### src/rtl/frame_gen_pkg.sv
package frame_gen_pkg;
  typedef enum logic [1:0] {
    ADJ_NONE  = 2'd0,
    ADJ_LONG  = 2'd1,
    ADJ_SHORT = 2'd2
  } adj_e;

  typedef struct packed {
    logic       active;
    logic       align;
    logic [1:0] sel;
  } mode_dec_t;
endpackage

### src/rtl/fg_ref_edge.sv
module fg_ref_edge #(
  parameter int SYNC_STAGES = 2
) (
  input  logic clk_i,
  input  logic rst_ni,
  input  logic ref_i,
  output logic rise_o
);
  logic [SYNC_STAGES:0] sr_q;

  always_ff @(posedge clk_i or negedge rst_ni) begin
    if (!rst_ni) sr_q <= '0;
    else         sr_q <= {sr_q[SYNC_STAGES-1:0], ref_i};
  end

  assign rise_o = sr_q[SYNC_STAGES-1] & ~sr_q[SYNC_STAGES];
endmodule

### src/rtl/fg_mode_decode.sv
module fg_mode_decode
  import frame_gen_pkg::*;
#(
  parameter int NUM_REFS = 3
) (
  input  logic       master_en_i,
  input  logic [2:0] mode_i,
  output mode_dec_t  dec_o
);
  always_comb begin
    dec_o.align  = mode_i[2];
    dec_o.active = master_en_i && (mode_i[1:0] != 2'd0)
                   && (int'(mode_i[1:0]) <= NUM_REFS);
    dec_o.sel    = dec_o.active ? mode_i[1:0] - 2'd1 : 2'd0;
  end
endmodule

### src/rtl/fg_frame_counter.sv
module fg_frame_counter
  import frame_gen_pkg::*;
#(
  parameter int FRAME_CLKS  = 2048,
  parameter int LOST_FRAMES = 4,
  localparam int CW         = $clog2(FRAME_CLKS) + 1,
  localparam int MW         = $clog2(LOST_FRAMES + 1)
) (
  input  logic          clk_i,
  input  logic          rst_ni,
  input  logic          active_i,
  input  logic          align_i,
  input  logic          edge_i,
  output logic [CW-1:0] cnt_o,
  output logic          lost_o
);
  localparam logic [CW-1:0] NOM_TERM = CW'(FRAME_CLKS - 1);
  localparam logic [CW-1:0] HALF     = CW'(FRAME_CLKS / 2);
  localparam logic [MW-1:0] MISS_MAX = MW'(LOST_FRAMES);

  logic [CW-1:0] cnt_q, term;
  logic [MW-1:0] miss_q;
  adj_e          adj_q;
  logic          lost_q, wrap;

  always_comb begin
    unique case (adj_q)
      ADJ_LONG:  term = NOM_TERM + CW'(1);
      ADJ_SHORT: term = NOM_TERM - CW'(1);
      default:   term = NOM_TERM;
    endcase
    if (align_i) term = NOM_TERM;
  end

  // >= guards against a shortened term landing below the current count
  assign wrap = (cnt_q >= term);

  always_ff @(posedge clk_i or negedge rst_ni) begin
    if (!rst_ni) begin
      cnt_q  <= '0;
      adj_q  <= ADJ_NONE;
      miss_q <= '0;
      lost_q <= 1'b0;
    end else if (!active_i) begin
      cnt_q  <= '0;
      adj_q  <= ADJ_NONE;
      miss_q <= '0;
      lost_q <= 1'b0;
    end else begin
      if ((align_i && edge_i) || wrap) cnt_q <= '0;
      else                             cnt_q <= cnt_q + CW'(1);

      if (align_i)                 adj_q <= ADJ_NONE;
      else if (edge_i) begin
        if (cnt_q == '0)           adj_q <= ADJ_NONE;
        else if (cnt_q < HALF)     adj_q <= ADJ_LONG;
        else                       adj_q <= ADJ_SHORT;
      end else if (wrap)           adj_q <= ADJ_NONE;

      if (edge_i) begin
        miss_q <= '0;
        lost_q <= 1'b0;
      end else if (wrap) begin
        if (miss_q < MISS_MAX) miss_q <= miss_q + MW'(1);
        if (miss_q >= MISS_MAX - MW'(1)) lost_q <= 1'b1;
      end
    end
  end

  assign cnt_o  = cnt_q;
  assign lost_o = lost_q;
endmodule

### src/rtl/frame_timing_gen.sv
module frame_timing_gen
  import frame_gen_pkg::*;
#(
  parameter int FRAME_CLKS  = 2048,
  parameter int LOST_FRAMES = 4,
  parameter int NUM_REFS    = 3,
  parameter int SYNC_STAGES = 2,
  localparam int CNT_W      = $clog2(FRAME_CLKS) + 1
) (
  input  logic                clk_i,
  input  logic                rst_ni,
  input  logic                master_en_i,
  input  logic [2:0]          mode_i,
  input  logic [NUM_REFS-1:0] ref_i,
  output logic                frame_o,
  output logic                frame_n_o,
  output logic                ref_lost_o
);
  mode_dec_t           dec;
  logic [NUM_REFS-1:0] rise;
  logic                sel_edge;
  logic [CNT_W-1:0]    cnt_q;
  logic                lost_q;

  fg_mode_decode #(.NUM_REFS(NUM_REFS)) u_dec (
    .master_en_i(master_en_i),
    .mode_i     (mode_i),
    .dec_o      (dec)
  );

  for (genvar i = 0; i < NUM_REFS; i++) begin : g_ref
    fg_ref_edge #(.SYNC_STAGES(SYNC_STAGES)) u_edge (
      .clk_i (clk_i),
      .rst_ni(rst_ni),
      .ref_i (ref_i[i]),
      .rise_o(rise[i])
    );
  end

  assign sel_edge = dec.active && rise[dec.sel];

  fg_frame_counter #(
    .FRAME_CLKS (FRAME_CLKS),
    .LOST_FRAMES(LOST_FRAMES)
  ) u_cnt (
    .clk_i   (clk_i),
    .rst_ni  (rst_ni),
    .active_i(dec.active),
    .align_i (dec.align),
    .edge_i  (sel_edge),
    .cnt_o   (cnt_q),
    .lost_o  (lost_q)
  );

  assign frame_o    = dec.active && (cnt_q == '0);
  assign frame_n_o  = ~frame_o;
  assign ref_lost_o = dec.active && lost_q;
endmodule

### config.mk
export PLATFORM = sky130hd
export DESIGN_NAME = frame_timing_gen
export DESIGN_NICKNAME = d
export VERILOG_FILES = /design/src/rtl/frame_gen_pkg.sv /design/src/rtl/fg_ref_edge.sv /design/src/rtl/fg_mode_decode.sv /design/src/rtl/fg_frame_counter.sv /design/src/rtl/frame_timing_gen.sv
export SDC_FILE = /design/constraint.sdc
export NUM_CORES = 1
export LEC_CHECK = 0
export CORE_ASPECT_RATIO = 1.4
export CORE_MARGIN = 1.5
export CORE_UTILIZATION = 25
export DETAILED_ROUTE_END_ITERATION = 10
export PLACE_DENSITY = 0.4
export SYNTH_ARGS = -nofsm -noshare
export SYNTH_HDL_FRONTEND = slang
export SYNTH_SLANG_ARGS = --single-unit
### constraint.sdc
create_clock -name clk_i -period 2.66 [get_ports clk_i]
set_input_delay 0.532 -clock clk_i [delete_from_list [all_inputs] [get_ports clk_i]]
set_output_delay 0.532 -clock clk_i [all_outputs]
set_load 0.01 [all_outputs]
==> metrics.md, run 1 <==
| Metric | Value |
|---|---|
| Syn_area_per_cell | `10.0 µm²` |
| Netlist cell types | `34` |
| Unrepaired setup endpoints after global routing | `yes` |
| Outcome | `finished with violations` |
| Fillers | `about 570` |
| Reg-to-reg setup timing slack | `about 0.16 ns` |
| Skew final | `around 0.0039 ns` |
| Post-Syn Nets | `160` |
| CTS clock-pin slew for the worst setup and hold paths | `0.10 ns` |
| Placed instance count | `between 200 and 250` |
| IO Pins | `12` |
| RD Place Congestion | `0.805` |
| Register area | `676 µm²` |
| Post-synth EDFFs | `0` |
| PnR worst setup slack | `-0.0418 ns` |
| Antenna diodes | `0` |
| Slew Limit Headroom | `0.761` |
| Layout cells sized above 1 | `0.225` |
| Leakage power | `about 0.00086 µW` |
| Wirelength, routed | `a little over 3 mm` |
| NumNets Final | `197` |
| Die Width | `around 67 µm` |
| Starting Density | `0.259` |
| Yosys warning total | `0` |
| Core area | `~0.0055 mm²` |
| Setup violators final | `2` |
| Ys flop type | `dfrtp_1` |
| Area of the multi-input gates | `between 700 and 800 µm²` |
| Max-slew violation count | `0` |
| Failing checks | `setup timing` |
| Hold buffers post-CTS | `0` |
| Fin area | `0.00185 mm²` |
| Post-route minimum period | `2.70 ns` |
| Total Neg Setup Slack | `-0.0746 ns` |
| Mapped Cells | `around 140` |
| Number of synthesized register bits | `27` |
| First-pass GRT wire length | `~5.3 mm` |
| 1st-iter DRT viols | `21` |
| Row cnt | `32` |
| Most numerous cell in the Yosys netlist | `dfrtp_1` |
| CP dominant cell by count | `or4_4` |
| HP Class | `flop to flop` |
| Synth cell count leaders | `27 x dfrtp_1, 20 x nor2_1, 11 x inv_1` |
| Initial antenna violation count | `0` |
| CTS buffer count | `3` |
| GR Overflow Total | `0` |
| Ys async rst share | `1.00` |
| CTS sink count | `27` |
| Overall Global Routing Usage | `0.112` |
| Detailed Routing Iterations Pass 1 | `3` |
| Max IR drop VDD | `0.144 mV` |
| Root buf cell | `clkbuf_8` |
| H-tree depth | `1` |
| Vias/cell | `between 4 and 5` |
| Finished Layout Cells | `~250` |
| Synth area leader | `dfrtp_1` |
| Slew @ Worst Pin | `0.349 ns` |
| CP Capture Type | `output port` |
| Worst EP required | `2.13 ns` |
| Crit-path cells | `or4_4 > or3_4 > or4_4 > inv_1 > buf_2` |
| Clock Latency Late Sink | `around 0.27 ns` |
| CP max-delay cell | `or4_4` |
| Via count | `1128` |
| Largest net degree at the start of global routing | `28` |
| Placed inst area | `roughly 0.0018 mm²` |
| Wirelength per Cell | `about 12 µm` |
| CP max FO | `2` |
| CTS tree | `built` |
| Yosys top cell area share | `0.475` |
| Crit path max-delay family | `simple AND/OR/NAND/NOR gates` |
| Max Cap Violations | `0` |
| CTS max path bufs | `2` |
| Crit start category | `flop` |
| Die area | `slightly above 0.006 mm²` |
| Fin. Hold Viols | `0` |
| Fmax | `between 300 and 400 MHz` |
| Routed Antenna Nets | `0` |
| Post-synthesis cell area | `0.00142 mm²` |
| Crit-path max cell delay | `approximately 0.56 ns` |
| Worst EP arrival | `roughly 2.2 ns` |
| Die Y | `~92 µm` |
| Residual DRC count | `0` |
| Seq/Total Area, Yosys | `0.475` |
| Vias in the first global route | `1198` |
| DPL Wire Length | `about 2.3 mm` |
| Pwr per Cell Area | `roughly 420 mW/mm²` |
| Post-CTS setup buffer count | `0` |
| Buffers and inverters on the worst path | `2` |
| Final worst-path cycle share | `1.02` |
| Port bufs | `11` |
| Kind of critical path | `flop to output port` |
| Syn-to-layout area delta | `30.5%` |
| Largest cells by area after synthesis | `dfrtp_1 48%, ha_1 7.9%, nor2_1 5.3%` |
-- area by class of cell --
class                           count  share of cell area
Clock buffer                        3              0.0223
Clock inverter                      1             0.00405
Multi-Input combinational cell    103               0.398
Sequential cell                    27               0.364
Tap cell                           68              0.0459
Inverter                           11              0.0223
Timing Repair Buffer               33               0.143
-- power breakdown --
part	internal [µW]	switching, µW	leakage [µW]
logic	59.7	57.7	0.000480
registers	420	3.41	0.000355
clock network	106	135	0.0000217
total	586	196	0.000857
-- cell usage in the layout, fill, tap and decap left out, types with 3 or more instances in the layout --
master           netlist  layout
a21o_1                 3       3
xnor2_1                3       3
dfrtp_1               27      27
inv_1                 11      11
nor2_1                20      20
nand2_1               10      10
nor3_1                 3       3
nand3_1                7       6
buf_4                  0      22
clkdlybuf4s50_1        0       9
nand4_1                3       3
ha_1                   9       8
clkbuf_8               0       3
a21oi_1                3       3
xor2_1                 7       7
nand3b_1               3       3
-- kinds of logic (layout without fill, tap and decap cells) --
family,count (synthesis),after routing,share of synthesized area
xor gates and xnor gates,10,10,0.0616
and+or+nand+nor,63,63,0.224
adders and majority gates,9,9,0.0792
muxes,2,2,0.0141
DFF,27,27,0.475
AOI/OAI and AO/OA,19,19,0.108
buffers and inverters,12,48,0.0370
-- sequential cells by signal, summed over array words and instances (netlist names) --
signal,flops
g_ref.u_edge.sr_q,9
u_cnt.adj_q,2
u_cnt.cnt_o,12
u_cnt.lost_o,1
u_cnt.miss_q,3
-- through the flow --
| step | worst slack, ns | util | hold WS, ns | power, µW |
|---|---|---|---|---|
| final | -0.0418 | 0.338 | 0.355 | 782 |
| after global routing | -0.110 | 0.338 | 0.370 | 829 |
| after CTS | -0.0622 | 0.331 | 0.360 | 794 |
| after detailed placement | -0.430 | 0.323 | 0.336 | 544 |
| after global placement | -0.404 | 0.323 | 0.332 | 542 |
| after floorplan | 0.212 | - | 0.236 | 483 |
-- what timing repair did --
item,in CTS,in global routing
pin swaps,2,1
cloned,0,0
endpoints found under the hold margin,0,0
setup endpoints to repair,2,21
resized for setup,10,6
-- layer usage --
layer  vias to the layer above  global-route usage  part of all wire
met5                         -                   0                 0
met4                         0              0.0442             0.019
met3                         4              0.0233             0.022
met2                         9               0.197              0.53
met1                       553               0.130              0.43
li1                        562                   -                 -
-- final timing paths --
path | from | endpoint | depth (start not counted)
worst max-delay path | u_cnt.cnt_o[5] | frame_o | 5
worst min-delay path | g_ref[2].u_edge.sr_q[0] | g_ref[2].u_edge.sr_q[1] | 0
worst max register to register | u_cnt.adj_q[0] | u_cnt.cnt_o[8] | 10
worst min register to register | g_ref[2].u_edge.sr_q[0] | g_ref[2].u_edge.sr_q[1] | 0
max in group asynchronous | rst_ni | u_cnt.cnt_o[9] | 2
min in group asynchronous | rst_ni | u_cnt.adj_q[1] | 2
No activity file was read; power rests on OpenSTA's default activity.
==> run 2: changes to the inputs <==
--- a/config.mk
+++ b/config.mk
@@ -5,11 +5,13 @@
 export SDC_FILE = /design/constraint.sdc
 export NUM_CORES = 1
 export LEC_CHECK = 0
+export CELL_PAD_IN_SITES_DETAIL_PLACEMENT = 1
+export CELL_PAD_IN_SITES_GLOBAL_PLACEMENT = 2
 export CORE_ASPECT_RATIO = 1.4
 export CORE_MARGIN = 1.5
 export CORE_UTILIZATION = 25
 export DETAILED_ROUTE_END_ITERATION = 10
-export PLACE_DENSITY = 0.4
+export PLACE_DENSITY = 0.56
 export SYNTH_ARGS = -nofsm -noshare
 export SYNTH_HDL_FRONTEND = slang
 export SYNTH_SLANG_ARGS = --single-unit
==> run 2 against run 1 <==
The run still ends with setup timing left. Critical path depth fell by 1. Clock skew about the same. Count of clock-buffer cells in the layout is the same. Sequential share of layout area is 0.56 points lower. Via count increased by 3.6%. First-iteration DRC count is 19% lower. Critical endpoint is now frame_n_o.
==> metrics.md, run 2 (same netlist as run 1, synthesis figures left out) <==
| Metric | Value |
|---|---|
| WHS Path Cells | `0 (unchanged)` |
| Fmax | `375 MHz (was 370 MHz)` |
| Die area | `0.00615 mm² (unchanged)` |
| Worst EP arrival | `2.14 ns (was 2.17 ns)` |
| Routed Antenna Nets | `0 (unchanged)` |
| Failing checks | `setup timing (unchanged)` |
| Vias/cell | `4.68 (was 4.59)` |
| Slew Limit Headroom | `0.736 (was 0.761)` |
| Row cnt | `32 (unchanged)` |
| Post-route minimum period | `2.67 ns (was 2.70 ns)` |
| 1st-iter DRT viols | `17 (was 21)` |
| Max Cap Violations | `0 (unchanged)` |
| Final worst-path cycle share | `1.00 (was 1.02)` |
| Unrepaired setup endpoints after global routing | `yes (unchanged)` |
| CTS max path bufs | `2 (unchanged)` |
| CTS sink count | `27 (unchanged)` |
| Reg2reg path depth | `9 (was 10)` |
| Cell internal pwr | `588 µW (was 586 µW)` |
| Syn-to-layout area delta | `32.5% (was 30.5%)` |
| Worst r2r src | `u_cnt.adj_q[0] (unchanged)` |
| Tot Pwr | `782 µW (about the same)` |
| Fin. Hold Viols | `0 (unchanged)` |
| Outcome | `finished with violations (unchanged)` |
| Starting Density | `0.259 (unchanged)` |
| Sw Share | `0.249 (was 0.251)` |
| Residual DRC count | `0 (unchanged)` |
| Vias in the first global route | `1274 (was 1198)` |
| Min-delay src | `g_ref[1].u_edge.sr_q[0] (was g_ref[2].u_edge.sr_q[0])` |
| Max-slew violation count | `0 (unchanged)` |
| Wirelength, routed | `3.31 mm (was 3.07 mm)` |
| H-tree depth | `1 (unchanged)` |
| Via count | `1169 (was 1128)` |
| Antenna diodes | `0 (unchanged)` |
| Hold Path Sink | `g_ref[1].u_edge.sr_q[1] (was g_ref[2].u_edge.sr_q[1])` |
| Kind of critical path | `flop to output port (unchanged)` |
| Switch Pwr | `195 µW (was 196 µW)` |
| Root buf cell | `clkbuf_8 (unchanged)` |
| Clock Latency Late Sink | `0.27 ns (about the same)` |
| Initial antenna violation count | `0 (unchanged)` |
| RD Place Congestion | `0.697 (was 0.805)` |
| IO Pins | `12 (unchanged)` |
| Core area | `0.00549 mm² (unchanged)` |
| CTS tree | `built (unchanged)` |
| First-pass GRT wire length | `5.82 mm (was 5.29 mm)` |
| Max reg flops | `12 (unchanged)` |
| Die Y | `92.2 µm (unchanged)` |
| Skew final | `0.00431 ns (was 0.00389 ns)` |
| GR Overflow Total | `0 (unchanged)` |
| Leakage power | `0.000885 µW (was 0.000857 µW)` |
| CTS buffer count | `3 (unchanged)` |
| Die Width | `66.7 µm (unchanged)` |
| Total Neg Setup Slack | `-0.0130 ns (was -0.0746 ns)` |
| Wirelength per Cell | `13.2 µm (was 12.5 µm)` |
| PnR worst setup slack | `-0.00816 ns (was -0.0418 ns)` |
| Finished Core Util | `0.343 (was 0.338)` |
| Detailed Routing Iterations Pass 1 | `3 (unchanged)` |
| Sequential group share of total power | `0.541 (about the same)` |
| DPL Wire Length | `2.70 mm (was 2.31 mm)` |
| Overall Global Routing Usage | `0.122 (was 0.112)` |
| Max IR drop VDD | `0.154 mV (was 0.144 mV)` |
| Worst EP required | `2.13 ns (about the same)` |
| CTS clock-pin slew for the worst setup and hold paths | `0.10 ns (about the same)` |
| Crit start category | `flop (unchanged)` |
| Commonest non-fill, non-tap cell in the layout | `dfrtp_1 (unchanged)` |
| Post-Place Worst Slack | `-0.386 ns (was -0.430 ns)` |
| Gate power share | `0.155 (was 0.150)` |
| Hold buffers post-CTS | `0 (unchanged)` |
| HP Class | `flop to flop (unchanged)` |
| Largest net degree at the start of global routing | `28 (unchanged)` |
| Layout cells sized above 1 | `0.242 (was 0.225)` |
| Pwr per Cell Area | `416 mW/mm² (was 422 mW/mm²)` |
| NumNets Final | `201 (was 197)` |
| CP max FO | `2 (unchanged)` |
| Setup violators final | `2 (unchanged)` |
| Port bufs | `11 (unchanged)` |
| Slew @ Worst Pin | `0.386 ns (was 0.349 ns)` |
| Fillers | `638 (was 565)` |
| Reg-to-reg setup timing slack | `0.16 ns (about the same)` |
| Most frequent cells in the layout | `27 x dfrtp_1, 26 x buf_4, 20 x nor2_1 (was 27 x dfrtp_1, 22 x buf_4, 20 x nor2_1)` |
| CP Capture Type | `output port (unchanged)` |
| Power share of the clock group | `0.303 (was 0.309)` |
| RR Endpoint | `u_cnt.cnt_o[6] (was u_cnt.cnt_o[8])` |
[run 2: cell count changes in the layout (fill, tap and decap cells not counted), sizes merged]
| cell | delta |
|---|---|
| buf | +4 |
[run 2: cell type report]
class / count / area (µm²) / area share
tap: 68 / 85.1 / 0.0452
timing repair buffer: 37 / 302 / 0.160
clock inverter: 1 / 7.51 / 0.00399
inverter: 11 / 41.3 / 0.0219
clock buffer: 3 / 41.3 / 0.0219
multi-input combinational: 103 / 731 / 0.388
sequential: 27 / 676 / 0.359
[run 2: how the worst max path moves through the flow]
stage,depth (start not counted),start,endpoint
3_3_place_gp,7,mode_i[0],frame_o
5_1_grt,4,u_cnt.cnt_o[5],frame_n_o
2_1_floorplan,4,u_cnt.cnt_o[6],frame_o
3_5_place_dp,7,mode_i[0],frame_o
4_1_cts,5,u_cnt.cnt_o[5],frame_o
6_report,4,u_cnt.cnt_o[5],frame_n_o
[run 2: critical path, cell delays in order, from the launching register on]
cell     delay [ns]
dfrtp_1        0.39
or4_4          0.54
or3_4          0.35
or4_4          0.43
buf_2          0.16
[run 2: power by group through the flow]
stage               clock (µW)  combinational (µW)  sequential, µW
floorplan                    0                49.3             433
global placement             0                 113             432
detailed placement           0                 116             432
CTS                        256                 117             424
global route               270                 136             425
finish                     237                 122             424
[run 2: metrics by stage]
stage / hold slack (ns) / instances / instance area [µm²]
6_report: 0.356 / 250 / 1880
5_1_grt: 0.370 / 250 / 1880
4_1_cts: 0.361 / 249 / 1840
3_5_place_dp: 0.336 / 245 / 1790
3_3_place_gp: 0.333 / 245 / 1790
2_1_floorplan: 0.236 / 142 / 1420
[run 2: what timing repair did]
item,in CTS,in global routing
resized for setup,10,7
cloned,0,0
setup buffers,0,1
endpoints found under the setup margin,2,21
pin swaps,2,2
[run 2: routing by layer]
| metal | vias to the layer above | global-route usage | routed length, µm |
|---|---|---|---|
| li1 | 571 | - | - |
| met1 | 584 | 0.136 | 1340 |
| met2 | 10 | 0.234 | 1870 |
| met3 | 4 | 0.0160 | 60 |
| met4 | 0 | 0.0306 | 33 |
| met5 | - | 0 | 0 |
==> run 3: changes to the inputs <==
--- a/config.mk
+++ b/config.mk
@@ -11,7 +11,8 @@
 export CORE_MARGIN = 1.5
 export CORE_UTILIZATION = 25
 export DETAILED_ROUTE_END_ITERATION = 10
-export PLACE_DENSITY = 0.56
+export DONT_BUFFER_PORTS = 1
+export PLACE_DENSITY = 0.52
 export SYNTH_ARGS = -nofsm -noshare
 export SYNTH_HDL_FRONTEND = slang
 export SYNTH_SLANG_ARGS = --single-unit
==> run 3 against run 2 <==
The run still ends with setup timing left. Worst setup slack worse by 0.0083 ns. Via count fell by 9.4%. Wire length up 6.0%. Largest power group unchanged. Highest routed layer unchanged.
==> metrics.md, run 3 (same netlist as run 1, synthesis figures left out) <==
| Metric | Value |
|---|---|
| Routed Antenna Nets | `0 (unchanged)` |
| Starting Density | `0.259 (unchanged)` |
| Max IR drop VDD | `0.178 mV (was 0.154 mV)` |
| Root buf cell | `clkbuf_8 (unchanged)` |
| Worst EP required | `2.13 ns (about the same)` |
| Syn-to-layout area delta | `17.0% (was 32.5%)` |
| Crit start category | `flop (unchanged)` |
| RD Place Congestion | `0.731 (was 0.697)` |
| Slew @ Worst Pin | `0.453 ns (was 0.386 ns)` |
| Fin area | `0.00166 mm² (was 0.00188 mm²)` |
| Final worst-path cycle share | `1.01 (was 1.00)` |
| Row cnt | `32 (unchanged)` |
| Slew Limit Headroom | `0.698 (was 0.736)` |
| Reg-to-reg setup timing slack | `0.13 ns (was 0.16 ns)` |
| GR Overflow Total | `0 (unchanged)` |
| Core area | `0.00549 mm² (unchanged)` |
| Layout cells sized above 1 | `0.161 (was 0.242)` |
| Sw Share | `0.265 (was 0.249)` |
| PnR worst setup slack | `-0.0165 ns (was -0.00816 ns)` |
| Leakage power | `0.000756 µW (was 0.000885 µW)` |
| Switch Pwr | `204 µW (was 195 µW)` |
| Fillers | `639 (was 638)` |
| Most frequent cells in the layout | `27 x dfrtp_1, 17 x nor2_1, 11 x inv_1 (was 27 x dfrtp_1, 26 x buf_4, 20 x nor2_1)` |
| Skew final | `0.00348 ns (was 0.00431 ns)` |
| Largest net degree at the start of global routing | `28 (unchanged)` |
| Kind of critical path | `flop to output port (unchanged)` |
| Clock Latency Late Sink | `0.28 ns (was 0.27 ns)` |
| Detailed Routing Iterations Pass 1 | `3 (unchanged)` |
| CTS tree | `built (unchanged)` |
| Vias in the first global route | `1214 (was 1274)` |
| CTS buffer count | `3 (unchanged)` |
| Worst r2r src | `u_cnt.adj_q[0] (unchanged)` |
| Tot Pwr | `771 µW (was 782 µW)` |
| Setup violators final | `1 (was 2)` |
| Failing checks | `setup timing (unchanged)` |
| Placed inst area | `0.00151 mm² (was 0.00179 mm²)` |
| Via count | `1059 (was 1169)` |
| Reg2reg path depth | `9 (unchanged)` |
| CTS clock-pin slew for the worst setup and hold paths | `0.10 ns (about the same)` |
| Wirelength per Cell | `15.7 µm (was 13.2 µm)` |
| CP Capture Type | `output port (unchanged)` |
| Outcome | `finished with violations (unchanged)` |
| Power share of the clock group | `0.327 (was 0.303)` |
| Gate power share | `0.119 (was 0.155)` |
| Die area | `0.00615 mm² (unchanged)` |
| Sequential group share of total power | `0.554 (was 0.541)` |
| HP Class | `input port to async pin (was flop to flop)` |
| Fin. Hold Viols | `0 (unchanged)` |
| Die Y | `92.2 µm (unchanged)` |
| Worst Hold Slack | `0.0498 ns (was 0.356 ns)` |
| Unrepaired setup endpoints after global routing | `yes (unchanged)` |
| Overall Global Routing Usage | `0.136 (was 0.122)` |
| Post-route minimum period | `2.68 ns (was 2.67 ns)` |
| Initial antenna violation count | `0 (unchanged)` |
| Antenna diodes | `0 (unchanged)` |
| Register area | `676 µm² (unchanged)` |
| CTS max path bufs | `2 (unchanged)` |
| Residual DRC count | `0 (unchanged)` |
| Commonest non-fill, non-tap cell in the layout | `dfrtp_1 (unchanged)` |
| NumNets Final | `174 (was 201)` |
| H-tree depth | `1 (unchanged)` |
| Vias/cell | `4.75 (was 4.68)` |
| Pwr per Cell Area | `464 mW/mm² (was 416 mW/mm²)` |
| Area of the multi-input gates | `717 µm² (was 731 µm²)` |
| Fmax | `374 MHz (was 375 MHz)` |
| Max-slew violation count | `0 (unchanged)` |
| CTS sink count | `27 (unchanged)` |
| Port bufs | `0 (was 11)` |
| Die Width | `66.7 µm (unchanged)` |
| Cell internal pwr | `567 µW (was 588 µW)` |
| Placed instance count | `211 (was 245)` |
| DPL Wire Length | `2.58 mm (was 2.70 mm)` |
| 1st-iter DRT viols | `16 (was 17)` |
| CP max FO | `2 (unchanged)` |
| Max reg flops | `12 (unchanged)` |
| First-pass GRT wire length | `6.24 mm (was 5.82 mm)` |
| Worst EP arrival | `2.14 ns (about the same)` |
| Max Cap Violations | `0 (unchanged)` |
| Finished Layout Cells | `223 (was 250)` |
| IO Pins | `12 (unchanged)` |
| Wirelength, routed | `3.51 mm (was 3.31 mm)` |
| RR Endpoint | `u_cnt.cnt_o[10] (was u_cnt.cnt_o[6])` |
| Finished Core Util | `0.303 (was 0.343)` |
==> run 3: critical path, cell delays in order (launching register included) <==
cell and delay [ns]:
dfrtp_1 0.40, or4_4 0.54, or3_4 0.35, or4_4 0.43, buf_6 0.14
==> run 3: stage by stage <==
stage               worst slack [ns]  TNS (ns)
floorplan                      0.212         0
global placement               0.128         0
detailed placement            0.0427         0
CTS                          -0.0191   -0.0191
global route                 -0.0730    -0.130
finish                       -0.0165   -0.0165
==> run 3: what timing repair did <==
item                                    CTS  global route
endpoints found under the setup margin    2            17
resized for setup                         3             6
buffers inserted                          4             3
pin swaps                                 2             1
endpoints found under the hold margin    27             0
hold buffers                              1             0
==> run 3: area by class of cell <==
cell class | instances | area share
Multi-Input combinational cell | 103 | 0.431
Inverter | 11 | 0.0248
Clock inverter | 1 | 0.00451
Tap cell | 68 | 0.0512
Timing Repair Buffer | 10 | 0.0572
Clock buffer | 3 | 0.0248
Sequential cell | 27 | 0.406
==> run 3: worst max path at each step <==
stage | endpoint | start | cells past startpoint | slack (ns)
5_1_grt | frame_n_o | u_cnt.cnt_o[7] | 4 | -0.07
2_1_floorplan | frame_o | u_cnt.cnt_o[6] | 4 | 0.21
4_1_cts | frame_n_o | u_cnt.cnt_o[7] | 4 | -0.02
6_report | frame_n_o | u_cnt.cnt_o[7] | 4 | -0.02
3_3_place_gp | frame_n_o | u_cnt.cnt_o[6] | 4 | 0.13
3_5_place_dp | u_cnt.cnt_o[10] | u_cnt.adj_q[0] | 9 | 0.04
==> run 3: per-layer routing <==
layer	global-route usage	wire length [µm]
met1	0.156	1450
met2	0.243	1890
met3	0.0209	74
met4	0.0544	87
met5	0	0
==> run 3: power by group through the flow <==
stage	clock network, µW	logic [µW]	registers [µW]
2_1_floorplan	0	49.3	433
3_3_place_gp	0	64.1	435
3_5_place_dp	0	65.5	436
4_1_cts	266	86.5	428
5_1_grt	286	104	430
6_report	252	91.6	427
